<file path="config.mk">
export PLATFORM = sky130hd
export DESIGN_NAME = pgreg_file
export DESIGN_NICKNAME = d
export VERILOG_FILES = /design/src/rtl/pgreg_pkg.sv /design/src/rtl/pgreg_decode.sv /design/src/rtl/pgreg_bank.sv /design/src/rtl/pgreg_addr_build.sv /design/src/rtl/pgreg_file.sv
export SDC_FILE = /design/constraint.sdc
export NUM_CORES = 1
export LEC_CHECK = 0
export BUFFER_PORTS_ARGS = -buffer_cell sky130_fd_sc_hd__clkbuf_2
export CAP_MARGIN = 20
export CORE_MARGIN = 3
export CORE_UTILIZATION = 52
export DETAILED_ROUTE_END_ITERATION = 16
export PLACE_DENSITY = 0.76
export SETUP_SLACK_MARGIN = 0.4
export SLEW_MARGIN = 20
export SYNTH_ARGS = -nofsm -noshare
export SYNTH_HDL_FRONTEND = slang
export SYNTH_HIERARCHICAL = 1
export SYNTH_SLANG_ARGS = --single-unit
</file>
<file path="constraint.sdc">
create_clock -name clk -period 1.8 [get_ports clk]
set_input_delay 0.18 -clock clk [delete_from_list [all_inputs] [get_ports clk]]
set_output_delay 0.18 -clock clk [all_outputs]
set_load 0.05 [all_outputs]
</file>
<file path="src/rtl/pgreg_pkg.sv">
package pgreg_pkg;
  localparam int NUM_CH = 4;
  localparam int CH_W   = $clog2(NUM_CH);
  localparam int OFF_W  = 3;

  typedef struct packed {
    logic            hit;
    logic [CH_W-1:0] ch;
  } chan_sel_t;

  // Offsets 1,2,3,7 reach channels 2,3,1,0; others reach nothing.
  function automatic chan_sel_t map_offset(input logic [OFF_W-1:0] off);
    chan_sel_t s;
    s = '{hit: 1'b0, ch: '0};
    case (off)
      3'd1: s = '{hit: 1'b1, ch: CH_W'(2)};
      3'd2: s = '{hit: 1'b1, ch: CH_W'(3)};
      3'd3: s = '{hit: 1'b1, ch: CH_W'(1)};
      3'd7: s = '{hit: 1'b1, ch: CH_W'(0)};
      default: s = '{hit: 1'b0, ch: '0};
    endcase
    return s;
  endfunction
endpackage

</file>
<file path="src/rtl/pgreg_decode.sv">
module pgreg_decode
  import pgreg_pkg::*;
(
  input  logic             req_valid,
  input  logic             req_write,
  input  logic             req_high,
  input  logic [OFF_W-1:0] req_off,
  input  logic             hi_en,
  output logic [NUM_CH-1:0] wr_lo,
  output logic [NUM_CH-1:0] wr_hi,
  output logic             hit,
  output logic [CH_W-1:0]  ch
);
  chan_sel_t sel;

  always_comb begin
    sel   = map_offset(req_off);
    hit   = sel.hit && (!req_high || hi_en);
    ch    = sel.ch;
    wr_lo = '0;
    wr_hi = '0;
    if (req_valid && req_write && hit) begin
      if (req_high) wr_hi[ch] = 1'b1;
      else          wr_lo[ch] = 1'b1;
    end
  end
endmodule

</file>
<file path="src/rtl/pgreg_bank.sv">
module pgreg_bank #(
  parameter int PAGE_W = 8
) (
  input  logic              clk,
  input  logic              rst_n,
  input  logic              wr_en,
  input  logic [PAGE_W-1:0] wdata,
  output logic [PAGE_W-1:0] q
);
  always_ff @(posedge clk) begin
    if (!rst_n)     q <= '0;
    else if (wr_en) q <= wdata;
  end
endmodule

</file>
<file path="src/rtl/pgreg_addr_build.sv">
module pgreg_addr_build
  import pgreg_pkg::*;
#(
  parameter int PAGE_W = 8,
  parameter int ADDR_W = 16,
  parameter int HI_USE = 7,
  localparam int PHYS_W = HI_USE + PAGE_W + ADDR_W
) (
  input  logic [NUM_CH-1:0][PAGE_W-1:0] lo_pages,
  input  logic [NUM_CH-1:0][PAGE_W-1:0] hi_pages,
  input  logic                          hi_en,
  input  logic [CH_W-1:0]               sel_chan,
  input  logic [ADDR_W-1:0]             cur_addr,
  output logic [PHYS_W-1:0]             phys_addr
);
  logic [PAGE_W-1:0] hi_sel;

  always_comb begin
    hi_sel    = hi_en ? hi_pages[sel_chan] : '0;
    phys_addr = {hi_sel[HI_USE-1:0], lo_pages[sel_chan], cur_addr};
  end
endmodule

</file>
<file path="src/rtl/pgreg_file.sv">
module pgreg_file
  import pgreg_pkg::*;
#(
  parameter int          PAGE_W   = 8,
  parameter int          ADDR_W   = 16,
  parameter int          HI_USE   = 7,
  parameter logic [7:0]  BAD_READ = 8'hFF,
  localparam int         PHYS_W   = HI_USE + PAGE_W + ADDR_W
) (
  input  logic              clk,
  input  logic              rst_n,
  input  logic              hi_en,
  input  logic              req_valid,
  input  logic              req_write,
  input  logic              req_high,
  input  logic [OFF_W-1:0]  req_off,
  input  logic [PAGE_W-1:0] req_wdata,
  output logic              rd_valid,
  output logic [PAGE_W-1:0] rd_data,
  output logic              err,
  input  logic [CH_W-1:0]   sel_chan,
  input  logic [ADDR_W-1:0] cur_addr,
  output logic [PHYS_W-1:0] phys_addr
);
  logic [NUM_CH-1:0]             wr_lo, wr_hi;
  logic                          hit;
  logic [CH_W-1:0]               ch;
  logic [NUM_CH-1:0][PAGE_W-1:0] lo_pages, hi_pages;
  logic [PAGE_W-1:0]             rd_next;

  pgreg_decode dec_i (
    .req_valid(req_valid), .req_write(req_write), .req_high(req_high),
    .req_off(req_off), .hi_en(hi_en),
    .wr_lo(wr_lo), .wr_hi(wr_hi), .hit(hit), .ch(ch)
  );

  for (genvar g = 0; g < NUM_CH; g++) begin : g_chan
    pgreg_bank #(.PAGE_W(PAGE_W)) lo_i (
      .clk(clk), .rst_n(rst_n), .wr_en(wr_lo[g]),
      .wdata(req_wdata), .q(lo_pages[g])
    );
    pgreg_bank #(.PAGE_W(PAGE_W)) hi_i (
      .clk(clk), .rst_n(rst_n), .wr_en(wr_hi[g]),
      .wdata(req_wdata), .q(hi_pages[g])
    );
  end

  always_comb begin
    if (!hit)          rd_next = PAGE_W'(BAD_READ);
    else if (req_high) rd_next = hi_pages[ch];
    else               rd_next = lo_pages[ch];
  end

  always_ff @(posedge clk) begin
    if (!rst_n) begin
      rd_valid <= 1'b0;
      rd_data  <= '0;
      err      <= 1'b0;
    end else begin
      rd_valid <= req_valid && !req_write;
      err      <= req_valid && !hit;
      if (req_valid && !req_write) rd_data <= rd_next;
    end
  end

  pgreg_addr_build #(.PAGE_W(PAGE_W), .ADDR_W(ADDR_W), .HI_USE(HI_USE)) addr_i (
    .lo_pages(lo_pages), .hi_pages(hi_pages), .hi_en(hi_en),
    .sel_chan(sel_chan), .cur_addr(cur_addr), .phys_addr(phys_addr)
  );
endmodule

</file>
==> results of run 1 <==
tightest hold or removal path: stages:
cell and delay (ns):
clkbuf_2 0.13, nand2_1 0.07, nor2_1 0.03
placed cells by master (no fill, tap or decap), types with 2 or more instances in the layout:
| cell | synthesis | layout |
|---|---|---|
| nor3_1 | 3 | 3 |
| mux2i_1 | 78 | 76 |
| buf_4 | 18 | 35 |
| buf_8 | 0 | 13 |
| and2_1 | 2 | 2 |
| dfxtp_1 | 74 | 33 |
| mux4_2 | 12 | 12 |
| mux2i_2 | 0 | 2 |
| nand2_1 | 12 | 12 |
| nor4_2 | 2 | 2 |
| mux4_1 | 4 | 4 |
| clkbuf_2 | 1 | 28 |
| dfxtp_2 | 0 | 41 |
| nor2b_1 | 68 | 67 |
| nor2_1 | 8 | 8 |
| clkinvlp_4 | 0 | 2 |
| clkbuf_8 | 1 | 12 |
| buf_12 | 1 | 4 |
| a31oi_1 | 8 | 8 |
| a22oi_1 | 8 | 8 |
| o22ai_2 | 0 | 5 |
| bufinv_16 | 0 | 2 |
| o21ai_0 | 8 | 8 |
| o22ai_1 | 7 | 2 |
| mux2_2 | 16 | 16 |
repair_timing:
action | 4_1_cts | 5_1_grt
hold endpoints to repair | 0 | 0
setup endpoints to repair | 15 | 15
hold buffers | 0 | 0
pin swaps | 3 | 5
buffers inserted | 15 | 2
gates resized for setup | 57 | 33
power groups by stage:
| stage | registers [W] | logic [W] | clock network, W |
|---|---|---|---|
| 2_1_floorplan | 0.00176 | 0.000277 | 0 |
| 3_3_place_gp | 0.00171 | 0.000358 | 0 |
| 3_5_place_dp | 0.00171 | 0.000362 | 0 |
| 4_1_cts | 0.00167 | 0.000371 | 0.00147 |
| 5_1_grt | 0.00168 | 0.000402 | 0.00155 |
| 6_report | 0.00167 | 0.000377 | 0.00146 |
synth_stat cells (4+ instances only):
library cell / instances / area [um^2]
o22ai_1: 7 / 43.8
mux4_1: 4 / 105
nor2b_1: 68 / 425
nor2_1: 8 / 30.0
o21ai_0: 8 / 40.0
mux2i_1: 78 / 781
mux4_2: 12 / 270
buf_6: 11 / 124
dfxtp_1: 74 / 1480
buf_4: 18 / 135
nand2_1: 12 / 45.0
a22oi_1: 8 / 60.1
a31oi_1: 8 / 50.1
mux2_2: 16 / 180
cell families after synthesis:
| group | Yosys count | synth area share [%] |
|---|---|---|
| multiplexers | 110 | 33.8 |
| flip-flops | 74 | 37.4 |
| AND/OR/NAND/NOR | 100 | 15.4 |
| buffers and inverters | 37 | 8.10 |
| XOR/XNOR | 1 | 0.221 |
| AO/OA/AOI/OAI | 32 | 5.09 |
how the worst max path moves through the flow:
stage | endpoint | startpoint | slack (ns)
final | phys_addr[17] | g_chan[2].lo_i/q[1] | 0.26
after global routing | phys_addr[17] | g_chan[3].lo_i/q[1] | 0.22
after CTS | phys_addr[23] | g_chan[2].lo_i/q[7] | 0.25
after detailed placement | rd_data[2] | req_off[2] | 0.20
after global placement | rd_data[2] | req_off[2] | 0.20
after floorplan | phys_addr[29] | sel_chan[1] | 0.25
layout make-up:
type | count | share of cell area [%]
Clock buffer | 10 | 2.87
Clock inverter | 6 | 1.85
Multi-Input combinational cell | 243 | 46.0
Sequential cell | 74 | 32.0
Tap cell | 99 | 2.59
Timing Repair Buffer | 82 | 14.7
metrics by stage:
step	util (%)	power, W	cell area [um^2]
after CTS	64.2	0.00352	4710
after detailed placement	57.3	0.00207	4200
after floorplan	-	0.00204	3980
after global routing	65.3	0.00362	4790
final	65.3	0.00351	4790
after global placement	57.3	0.00207	4200
flip-flops by register name, indices dropped and copies added, names as in the netlist:
signal,flops
err,1
g_chan.lo_i/q,32
rd_valid,1
g_chan.hi_i/q,32
rd_data,8
routing by layer:
metal  vias to the layer above  wire, um  global-route usage [%]
li1                       1364         -                       -
met1                      1382      4170                    30.6
met2                        82      4440                    35.5
met3                         5       480                    4.02
met4                         0        85                    9.40
met5                         -         0                       0
==> metrics.yaml, run 1 <==
status: "finished clean"
cp_cell_sequence: "mux4_2, buf_8"
routed-via-count: 2833
fin_crit_ns: 1.54
cpLargestDelayFamily: "multiplexers"
crit_buf_inv: 1
hold_path.startpoint: "req_valid"
seqCellArea_um2: 1530
cts_htree_levels: 3
synth_area_per_cell_um2: 11.2
die_h_um: 93.2
hold_path.class: "input port to register"
place_ws_ns: 0.200
p_leak_nw: 1.71
diodes: 0
rr_worst_depth: 4
slew_headroom_pct: 49.8
place.port_buffers: 43
cp_num_cells: 2
ys_types: 29
grt_max_degree: 44
vdd_ir_drop_max_mv: 0.536
globalRouteOverflowTotal: 0
synth_edf_count: 0
slew_viol_final: 0
tightestPinTransition_ns: 0.752
cts-root-buf: "clkbuf_8"
dp_hpwl_um: 6170
holdPathStages: 3
period_share_pct: 85.8
ys_async_sr_fraction_pct: 0
yosys_warnings: 6
clock_latency_ns: 0.35
ys_seq_elements: 74
critPathSlowestCell: "mux4_2"
coreArea_um2: 7330
crit_path_start_kind: "register"
drc: 0
cts_tree: "done"
clock_sinks: 74
clkTransAtPathRegs_ns: 0.08
dp_cells: 481
drv_cap: 0
antenna_found_initial: 0
crit_path_end_kind: "primary output"
wl_per_cell_um: 17.9
fillCellCount: 543
cp.required_ns: 1.62
numCtsBuffers: 9
multi_input_area_um2: 2200
skew_ns: 0.00426
rows: 31
viasPerCell: 5.51
grt_setup_unrepaired: "true"
ant_nets: 0
worstReg2RegStart: "g_chan[2].hi_i/q[3]"
start_util_pct: 54.0
syn_inst: 354
netSwitchingPower_w: 0.000876
synth_area_um2: 3960
p_seq_share_pct: 47.7
cp_max_fo: 3
max_freq_mhz: 647
layout.nets: 445
grt_pass1_vias: 2920
grt_pass1_wl_um: 15200
cp.arrival_ns: 1.36
fp.dieW_um: 93.2
p_int_w: 0.00263
hold_viol: 0
slowest_delay_ns: 0.51
p_comb_share_pct: 10.7
p_sw_share_pct: 25.0
ys_seq_area_share_pct: 37.4
layout-drive-gt1-share_pct: 43.4
synthToLayoutAreaGrowth_pct: 21.1
synth_fp_nets: 389
drtIter0Drc: 126
tns_ns: 0
instances_no_fill: 514
setup_ws_ns: 0.256
r2r-end: "rd_data[3]"
grt_usage_pct: 22.6
synth-main-ff-cell: "dfxtp_1"
min_to: "err"
cts_buffer_depth: 2
power_density_nw_per_um2: 732
finalWirelength_um: 9180
whs_ns: 0.100
dr.pass1.iters: 4
fp.dieArea_um2: 8690
routabilityCongestion: 0.868
clkPwrFrac_pct: 41.5
setup_violations: 0
io_pins: 76
timing_worst_setup_path_type: "register to primary output"
ff2ff_setup_slack_ns: 0.62
Power figures use the tool's default switching activity.
==> run 2, diff against run 1 <==
--- a/config.mk
+++ b/config.mk
@@ -8,7 +8,7 @@
 export BUFFER_PORTS_ARGS = -buffer_cell sky130_fd_sc_hd__clkbuf_2
 export CAP_MARGIN = 20
 export CORE_MARGIN = 3
-export CORE_UTILIZATION = 52
+export CORE_UTILIZATION = 50
 export DETAILED_ROUTE_END_ITERATION = 16
 export PLACE_DENSITY = 0.76
 export SETUP_SLACK_MARGIN = 0.4
==> constraint.sdc (replaced) <==
create_clock -name clk -period 1.4 [get_ports clk]
set_input_delay 0.14 -clock clk [delete_from_list [all_inputs] [get_ports clk]]
set_output_delay 0.14 -clock clk [all_outputs]
set_load 0.05 [all_outputs]
==> run 2 against run 1 <==
- the flow now finishes with violations (negative setup slack)
- flip-flop and latch count unchanged
- clock skew rose by 0.0019 ns
- worst hold slack lost 0.020 ns
- wire length increased by 21%
- clock power grew 17%
- critical path type unchanged
- critical endpoint is now phys_addr[22]
- largest power group unchanged
==> metrics.yaml, run 2 (synthesis results as in run 1) <==
instances_no_fill: 539
timing_worst_setup_path_type: "register to primary output"
clock_latency_ns: 0.35
tightestPinTransition_ns: 0.683
fillCellCount: 466
rows: 31
skew_ns: 0.00615
setup_ws_ns: -0.105
clock_sinks: 74
tns_ns: -0.633
worstSetupEndpoint: "phys_addr[22]"
dr.pass1.iters: 4
grt_pass1_vias: 3069
r2r-end: "rd_data[5]"
routabilityCongestion: 0.831
setup_violations: 8
start_util_pct: 53.1
cp.arrival_ns: 1.37
fin_crit_ns: 1.51
place.port_buffers: 43
globalRouteOverflowTotal: 0
grt_usage_pct: 24.5
drtIter0Drc: 166
wl_per_cell_um: 20.5
cts_htree_levels: 3
fp.dieW_um: 95.0
routed-via-count: 3027
die_h_um: 95.0
hold_viol: 0
viasPerCell: 5.62
fp.dieArea_um2: 9020
layout-drive-gt1-share_pct: 58.9
dp_hpwl_um: 6360
max_freq_mhz: 664
cts_hold_buf: 0
dp_cells: 488
crit_path_start_kind: "register"
drc: 0
io_pins: 76
grt_pass1_wl_um: 16500
power_density_nw_per_um2: 798
numCtsBuffers: 9
reg.largest.list: "g_chan.hi_i/q x32, g_chan.lo_i/q x32, rd_data x8"
slew_viol_final: 0
ant_nets: 0
p_leak_nw: 1.95
antenna_found_initial: 0
rr_worst_depth: 4
final_common_cell: "nor2b_1"
status: "complete, but fails checks"
period_share_pct: 108
worstReg2RegStart: "g_chan[0].hi_i/q[5]"
diodes: 0
slew_headroom_pct: 54.5
crit_start: "g_chan[3].lo_i/q[6]"
layout.nets: 471
finalWirelength_um: 11100
cts_buffer_depth: 2
grt_setup_unrepaired: "true"
ff2ff_setup_slack_ns: 0.18
vdd_ir_drop_max_mv: 0.709
cts-root-buf: "clkbuf_8"
drv_cap: 0
synthToLayoutAreaGrowth_pct: 44.2
coreArea_um2: 7450
hold_path.class: "input port to register"
final_cell_mix: "66 x nor2b_1, 63 x mux2i_1, 53 x dfxtp_2"
crit_path_end_kind: "primary output"
cp.required_ns: 1.26
violations: "negative setup slack"
cts_tree: "done"
grt_max_degree: 40
power_w: 0.00455
clkTransAtPathRegs_ns: 0.08
cp_max_fo: 2
-- run 2: changes by cell type in the layout (fill, tap and decap cells not counted), moves of 8 or more --
cell      change
buf_4        -10
buf_6        +30
clkbuf_2     -15
dfxtp_2      +12
dfxtp_1      -16
buf_8         +9
mux2i_4       +8
mux2i_1      -13
buf_12        +9
-- run 2: final cells by class --
class | count | area (um^2) | area share (%)
Sequential cell | 74 | 1560 | 27.4
Timing Repair Buffer | 108 | 1310 | 22.9
Clock buffer | 11 | 151 | 2.65
Multi-Input combinational cell | 243 | 2510 | 43.9
Tap cell | 99 | 124 | 2.17
Clock inverter | 4 | 51.3 | 0.899
-- run 2: critical path: stages (launching register included) --
cell     delay [ns]
dfxtp_2        0.33
mux4_2         0.51
buf_8          0.18
-- run 2: metal layers --
metal	vias to the layer above	routed length [um]	global-route usage (%)
met4	0	230	5.53
met5	-	0	0
met3	24	499	6.37
li1	1417	-	-
met2	94	5710	41.6
met1	1492	4620	31.3
-- run 2: what timing repair did --
item                       in CTS  in global routing
pin swaps                      22                 18
gates cloned                    1                  0
buffers inserted               22                 13
hold endpoints to repair        0                  0
gates resized for setup       139                 86
setup endpoints to repair      51                 87
-- run 2: stage by stage --
step                hold WS, ns  area [um^2]  util, %  worst slack [ns]
global placement          0.280         4470     60.0           -0.0722
global route             0.0640         5700     76.6            -0.145
floorplan                 0.254         4130        -            0.0443
CTS                      0.0433         5330     71.5            -0.116
finish                   0.0802         5700     76.6            -0.105
detailed placement        0.280         4470     60.0            -0.181
-- run 2: how the worst min path moves through the flow --
stage                           start           end  slack, ns  cells after the start
after floorplan             req_valid           err       0.25                      2
final                       req_valid           err       0.08                      3
after global routing        req_valid           err       0.06                      3
after global placement    cur_addr[3]  phys_addr[3]       0.28                      0
after CTS                   req_valid           err       0.04                      3
after detailed placement  cur_addr[3]  phys_addr[3]       0.28                      0
-- run 2: where the power goes --
group / internal (W) / leakage (nW) / switching, W
combinational: 0.000325 / 1.22 / 0.000360
sequential: 0.00213 / 0.627 / 0.0000291
clock: 0.000911 / 0.101 / 0.000800
